[src/rtl/lookahead_adder_pkg.sv]
package lookahead_adder_pkg;

  // Generate / propagate pair carried by every tree node.
  typedef struct packed {
    logic g;
    logic p;
  } pg_t;

  // Per-bit classification from one bit of each operand.
  function automatic pg_t bit_classify(input logic a_bit, input logic b_bit);
    pg_t r;
    r.g = a_bit & b_bit;
    r.p = a_bit ^ b_bit;
    return r;
  endfunction

  // Merge two adjacent spans: hi sits above lo. Two-input gates only.
  function automatic pg_t pg_merge(input pg_t hi, input pg_t lo);
    pg_t r;
    logic pass_lo;
    pass_lo = hi.p & lo.g;
    r.g     = hi.g | pass_lo;
    r.p     = hi.p & lo.p;
    return r;
  endfunction

  // Carry leaving a span given the carry entering it.
  function automatic logic carry_through(input pg_t span, input logic cin);
    logic pass_in;
    pass_in = span.p & cin;
    return span.g | pass_in;
  endfunction

  // Index of the lowest set bit of v (0 when v is zero).
  function automatic int lowest_set(input int v);
    int r;
    r = 0;
    for (int i = 30; i >= 0; i--) begin
      if (v[i]) r = i;
    end
    return r;
  endfunction

  // Offset of tree level lvl inside the flat node array.
  function automatic int level_base(input int width, input int lvl);
    return 2 * width - ((2 * width) >> lvl);
  endfunction

endpackage

[src/rtl/lookahead_bit_cell.sv]
module lookahead_bit_cell
  import lookahead_adder_pkg::*;
(
  input  logic a_bit,
  input  logic b_bit,
  output logic gen_o,
  output logic prop_o
);

  pg_t cls;

  always_comb begin
    cls    = bit_classify(a_bit, b_bit);
    gen_o  = cls.g;
    prop_o = cls.p;
  end

endmodule

[src/rtl/lookahead_pg_node.sv]
module lookahead_pg_node
  import lookahead_adder_pkg::*;
(
  input  logic hi_g,
  input  logic hi_p,
  input  logic lo_g,
  input  logic lo_p,
  output logic out_g,
  output logic out_p
);

  pg_t merged;

  always_comb begin
    merged = pg_merge('{g: hi_g, p: hi_p}, '{g: lo_g, p: lo_p});
    out_g  = merged.g;
    out_p  = merged.p;
  end

endmodule

[src/rtl/lookahead_carry_tap.sv]
module lookahead_carry_tap
  import lookahead_adder_pkg::*;
(
  input  logic span_g,
  input  logic span_p,
  input  logic cin,
  output logic cout
);

  always_comb begin
    cout = carry_through('{g: span_g, p: span_p}, cin);
  end

endmodule

[src/rtl/lookahead_adder.sv]
module lookahead_adder
  import lookahead_adder_pkg::*;
#(
  parameter int WIDTH = 8
) (
  input  logic [WIDTH-1:0] op_a,
  input  logic [WIDTH-1:0] op_b,
  input  logic             carry_in,
  output logic [WIDTH-1:0] sum,
  output logic             carry_out,
  output logic             grp_prop,
  output logic             grp_gen
);

  localparam int LEVELS = $clog2(WIDTH);
  localparam int NODES  = 2 * WIDTH - 1;
  localparam int ROOT   = NODES - 1;

  // Named internal events, brought out for the checker.
  logic [WIDTH-1:0] bit_g;
  logic [WIDTH-1:0] bit_p;
  logic [NODES-1:0] node_g;
  logic [NODES-1:0] node_p;
  logic [WIDTH:0]   carry_w;

  // Level 0: one classifier per bit.
  for (genvar i = 0; i < WIDTH; i++) begin : g_cell
    lookahead_bit_cell u_cell (
      .a_bit (op_a[i]),
      .b_bit (op_b[i]),
      .gen_o (bit_g[i]),
      .prop_o(bit_p[i])
    );
    assign node_g[i] = bit_g[i];
    assign node_p[i] = bit_p[i];
  end

  // Levels 1..LEVELS: pairwise merge nodes.
  for (genvar l = 1; l <= LEVELS; l++) begin : g_lvl
    localparam int BASE_HERE  = level_base(WIDTH, l);
    localparam int BASE_BELOW = level_base(WIDTH, l - 1);
    for (genvar n = 0; n < (WIDTH >> l); n++) begin : g_node
      lookahead_pg_node u_node (
        .hi_g (node_g[BASE_BELOW + 2*n + 1]),
        .hi_p (node_p[BASE_BELOW + 2*n + 1]),
        .lo_g (node_g[BASE_BELOW + 2*n]),
        .lo_p (node_p[BASE_BELOW + 2*n]),
        .out_g(node_g[BASE_HERE + n]),
        .out_p(node_p[BASE_HERE + n])
      );
    end
  end

  // Carry taps: carry into bit j uses the aligned node of size 2^t ending
  // at bit j-1, where t is the lowest set bit of j.
  assign carry_w[0] = carry_in;
  for (genvar j = 1; j <= WIDTH; j++) begin : g_tap
    localparam int T    = lowest_set(j);
    localparam int IDX  = level_base(WIDTH, T) + (j >> T) - 1;
    localparam int SRC  = j - (1 << T);
    lookahead_carry_tap u_tap (
      .span_g(node_g[IDX]),
      .span_p(node_p[IDX]),
      .cin   (carry_w[SRC]),
      .cout  (carry_w[j])
    );
  end

  assign sum       = bit_p ^ carry_w[WIDTH-1:0];
  assign carry_out = carry_w[WIDTH];
  assign grp_prop  = node_p[ROOT];
  assign grp_gen   = node_g[ROOT];

endmodule

[config.mk]
export PLATFORM = sky130hd
export DESIGN_NAME = lookahead_adder
export DESIGN_NICKNAME = d
export VERILOG_FILES = /design/src/rtl/lookahead_adder_pkg.sv /design/src/rtl/lookahead_bit_cell.sv /design/src/rtl/lookahead_pg_node.sv /design/src/rtl/lookahead_carry_tap.sv /design/src/rtl/lookahead_adder.sv
export SDC_FILE = /design/constraint.sdc
export NUM_CORES = 1
export LEC_CHECK = 0
export BUFFER_PORTS_ARGS = -buffer_cell sky130_fd_sc_hd__buf_4
export CORE_AREA = 2 2 39 41
export DETAILED_ROUTE_END_ITERATION = 16
export DIE_AREA = 0 0 41 43
export PLACE_DENSITY = 0.67
export SETUP_SLACK_MARGIN = 0.4
export SLEW_MARGIN = 20
export SYNTH_ARGS = -nofsm -noshare
export SYNTH_HDL_FRONTEND = slang
export SYNTH_SLANG_ARGS = --single-unit
[constraint.sdc]
create_clock -name vclk -period 1.7
set_input_delay 0.085 -clock vclk [all_inputs]
set_output_delay 0.085 -clock vclk [all_outputs]
set_load 0.1 [all_outputs]
==> results.cfg, run 1 <==
[global_route]
grt_max_degree = 5
grt_pass1_wl_mm = 2.01
grt_overflow = 0
antenna_found_initial = 0
grt_pass1_vias = 495
track_usage_pct = 15.8

[final_layout]
finalNetCount = 119
num-fill-cells = 103
drive_above_1_share_pct = 76.1
area_growth_pct = 176
fin_cells = 104
seq_cells = 0
n_antenna_cell = 0
seq_area_um2 = 0
n_clock_buffer = 0
stdcell_area_mm2 = 0.00106

[floorplan]
fp.dieW_um = 41
placementRows = 14
fp.dieH_um = 43
ioPinCount = 28
core_mm2 = 0.00138
start_util_pct = 27.7
die_area_mm2 = 0.00176

[placement]
io_buffers = 28
pre_cts_ws_ns = -0.315
dp.cells = 101
gp_congestion = 0.696
place_area_um2 = 842
dp_hpwl_um = 891

[yosys]
syn-instance-count = 49
syn_area_um2 = 383
synth_seq_area_share_pct = 0
yosys_warnings = 0
synth.distinct_cells = 19
syn_nets = 78
syn_avg_cell_area_um2 = 7.81

[detailed_routing]
drc = 0
wl_per_cell_um = 11.7
dr.pass1.iters = 2
postRouteAntennaNets = 0
initialDrtViolationCount = 2
via_per_inst = 4.64
via_count = 483
routed_wl_mm = 1.22

[status]
violations = negative setup slack
status = finished, violations left

[power_and_ir_drop]
power_per_cell_area_mw_per_mm2 = 800
leakagePower_nw = 0.482
ir_drop_uv = 619

[setup_path]
cp_top_family = adder cells
cp_max_fo = 2
cp_data_arrival_time_ns = 1.88
required_ns = 1.62
slowest_delay_ns = 0.52
cpMaxStageDelayCell = fa_2
cp-start-kind = input pin
crit_buf_inv = 2
path_cells = buf_8 -> ha_4 -> a21o_1 -> a21oi_2 -> or2_1 -> a311oi_2 -> fa_2 -> buf_12
critPathKind = in -> out
end_kind = primary output

[sta]
slew_headroom_pct = 81.5
min_period_ns = 1.96
hold_ws_ns = 0.643
rsz0062_at_grt = true
tightestPinTransition_ns = 0.279
setup_viol = 5
slew_violations = 0
setup_slack_ns = -0.263
hold_violations = 0
fmax_ghz = 0.509
fin_crit_sh_pct = 115

[hold_path]
hp-class = in -> out

[job]
maxCapViolCount = 0
cell usage after synthesis:
cell / instances / area (um^2)
ha_1: 8 / 100
nor2_1: 4 / 15.0
a21oi_2: 1 / 8.76
a211oi_1: 1 / 7.51
a311oi_2: 1 / 15.0
and2_2: 1 / 7.51
or2_1: 1 / 6.26
a21o_1: 1 / 7.51
nand2_1: 4 / 15.0
a21oi_1: 2 / 10.0
nand4_1: 1 / 6.26
xor2_1: 1 / 8.76
o21ai_0: 2 / 10.0
nand3_1: 1 / 5.00
fa_1: 4 / 80.1
nand2b_1: 1 / 6.26
nor3_1: 2 / 10.0
xnor2_1: 3 / 26.3
inv_1: 10 / 37.5
cell usage in the layout, fill, tap and decap left out, types with 2 or more instances in the layout:
cell,n
ha_1,2
buf_4,21
buf_6,7
nor2_1,3
ha_4,6
inv_1,8
clkinvlp_4,2
fa_2,3
a21oi_2,2
buf_12,9
xnor2_4,2
nand2_2,3
buf_8,2
report_power, final:
group	switching, mW	internal, mW	total, mW	leakage [nW]
Clock	0	0	0	0
Combinational	0.508	0.339	0.847	0.482
Sequential	0	0	0	0
per-layer routing:
layer | GRT usage [%] | share of wire (%) | vias up
met4 | 0 | 0 | 0
met5 | 0 | 0 | -
met2 | 30.6 | 61 | 16
met3 | 0 | 5.2 | 0
li1 | - | - | 238
met1 | 19.1 | 33 | 229
logic make-up (layout without fill, tap and decap cells):
| group | count (synthesis) | in the layout | share of synthesized area (%) |
|---|---|---|---|
| buffers and inverters | 10 | 49 | 9.80 |
| XOR/XNOR | 4 | 4 | 9.15 |
| adder cells (fa/ha/maj) | 12 | 12 | 47.1 |
| AND/OR/NAND/NOR | 15 | 15 | 18.6 |
| AO/OA/AOI/OAI | 8 | 8 | 15.4 |
worst paths after layout:
path	to	slack [ns]	startpoint	cells past startpoint
worst max-delay path	sum[6]	-0.26	op_b[0]	8
worst min-delay path	carry_out	0.64	carry_in	5
stage by stage:
stage	power, mW	setup TNS, ns	utilization (%)
after floorplan	0.544	-1.09	-
after global placement	0.681	-1.13	60.8
after detailed placement	0.687	-1.27	60.8
after CTS	0.843	-0.857	74.9
after global routing	0.884	-1.29	76.5
final	0.847	-0.969	76.5
area by class of cell:
type | count | area [um^2] | share of cell area, %
timing repair buffer | 39 | 447 | 42.2
inverter | 10 | 45.0 | 4.26
multi-input combinational | 39 | 547 | 51.7
tap | 16 | 20.0 | 1.89
repair_timing:
action,4_1_cts,5_1_grt
gates resized for setup,43,4
endpoints found under the setup margin,9,9
pin swaps,7,4
hold buffers,0,0
buffers inserted,2,1
No activity file was read; power rests on OpenSTA's default activity.
==> inputs of run 2 (changes only) <==
PLACE_DENSITY = 0.57   (was 0.67)
==> run 2 against run 1 <==
  * The run still ends with negative setup slack left
  * Sequential share of layout area unchanged
  * Worst setup slack better by 0.059 ns
  * Combinational power is 0.7% lower
  * Highest routed layer unchanged
==> results.cfg, run 2 (synthesis results as in run 1) <==
[detailed_routing]
routed_wl_mm = 1.26
drc = 0
via_per_inst = 4.54
via_count = 468
postRouteAntennaNets = 0
dr.pass1.iters = 4
initialDrtViolationCount = 2
wl_per_cell_um = 12.2

[global_route]
grt_pass1_wl_mm = 2.01
track_usage_pct = 15.7
grt_pass1_vias = 515
antenna_found_initial = 0
grt_overflow = 0
grt_max_degree = 5

[final_layout]
area_growth_pct = 180
mostFrequentLayoutCells = buf_4 (18), inv_1 (8), buf_12 (8)
num-fill-cells = 99
drive_above_1_share_pct = 77.0
n_antenna_cell = 0
seq_cells = 0
multi_input_area_um2 = 559
finalNetCount = 118
final_common_cell = buf_4
n_clock_buffer = 0
fin_cells = 103
seq_area_um2 = 0

[floorplan]
ioPinCount = 28
fp.dieH_um = 43
start_util_pct = 27.7
fp.dieW_um = 41
die_area_mm2 = 0.00176
core_mm2 = 0.00138
placementRows = 14

[power_and_ir_drop]
power_per_cell_area_mw_per_mm2 = 783
p_switching_uw = 508
power_frac_clock_pct = 0
leakagePower_nw = 0.481
total_power_uw = 841
p_seq_share_pct = 0
switching_share_pct = 60.3
power.internal_uw = 334
ir_drop_uv = 501
pwr-share-comb_pct = 100.0

[sta]
tightestPinTransition_ns = 0.279
hold_violations = 0
fin_tns_setup_ns = -0.731
fmax_ghz = 0.525
setup_viol = 4
min_period_ns = 1.90
setup_slack_ns = -0.204
fin_crit_sh_pct = 112
slew_violations = 0
rsz0062_at_grt = true
slew_headroom_pct = 81.6

[clock_network]
cts_hold_buf = 0

[placement]
dp.cells = 101
gp_congestion = 0.745
dp_hpwl_um = 950
io_buffers = 28

[setup_path]
cp-start-kind = input pin
required_ns = 1.62
critPathKind = in -> out
cp_data_arrival_time_ns = 1.82
end_kind = primary output
cp_max_fo = 2

[hold_path]
hp-class = in -> out

[job]
maxCapViolCount = 0

[status]
status = finished, violations left
violations = negative setup slack
==> run 2: changes by cell type in the layout (fill, tap and decap cells not counted), sizes merged <==
cell | before | now
buf | 39 | 38
==> run 2: layout make-up <==
| cell class | count | share of cell area (%) |
|---|---|---|
| inverters | 10 | 4.20 |
| well taps | 16 | 1.86 |
| multi-input cells | 39 | 52.1 |
| repair buffers | 38 | 41.8 |
==> run 2: worst paths after layout <==
path	slack (ns)	cells past startpoint	endpoint	startpoint
min	0.64	4	sum[7]	op_a[7]
max	-0.20	9	sum[4]	op_a[0]
==> run 2: power by group through the flow <==
stage               Clock, mW  Sequential (mW)  Combinational [mW]
floorplan                   0                0               0.544
global placement            0                0               0.685
detailed placement          0                0               0.688
CTS                         0                0               0.823
global route                0                0               0.875
finish                      0                0               0.841
==> run 2: what timing repair did <==
action,CTS,global route
buffers inserted,1,1
pin swaps,13,4
endpoints found under the setup margin,9,9
gates resized for setup,43,9
==> run 2: per-layer routing <==
layer / vias to the layer above / track usage (%) / wire (um)
met2: 14 / 26.9 / 738
met3: 0 / 2.09 / 56
met5: - / 0 / 0
met4: 0 / 4.67 / 0
li1: 240 / - / -
met1: 214 / 19.1 / 466
==> run 2: critical path, stage by stage <==
cell and delay, ns:
buf_8 0.10, ha_4 0.25, a21o_1 0.12, a21oi_2 0.06, or2_1 0.23, and2_4 0.17
fa_2 0.54, clkinvlp_4 0.10, buf_12 0.17
==> run 2: through the flow <==
step	utilization, %	worst slack [ns]	hold slack, ns	area (um^2)
2_1_floorplan	-	-0.270	0.476	552
3_3_place_gp	60.8	-0.287	0.712	842
3_5_place_dp	60.8	-0.292	0.717	842
4_1_cts	74.1	-0.205	0.639	1030
5_1_grt	77.6	-0.268	0.648	1070
6_report	77.6	-0.204	0.636	1070
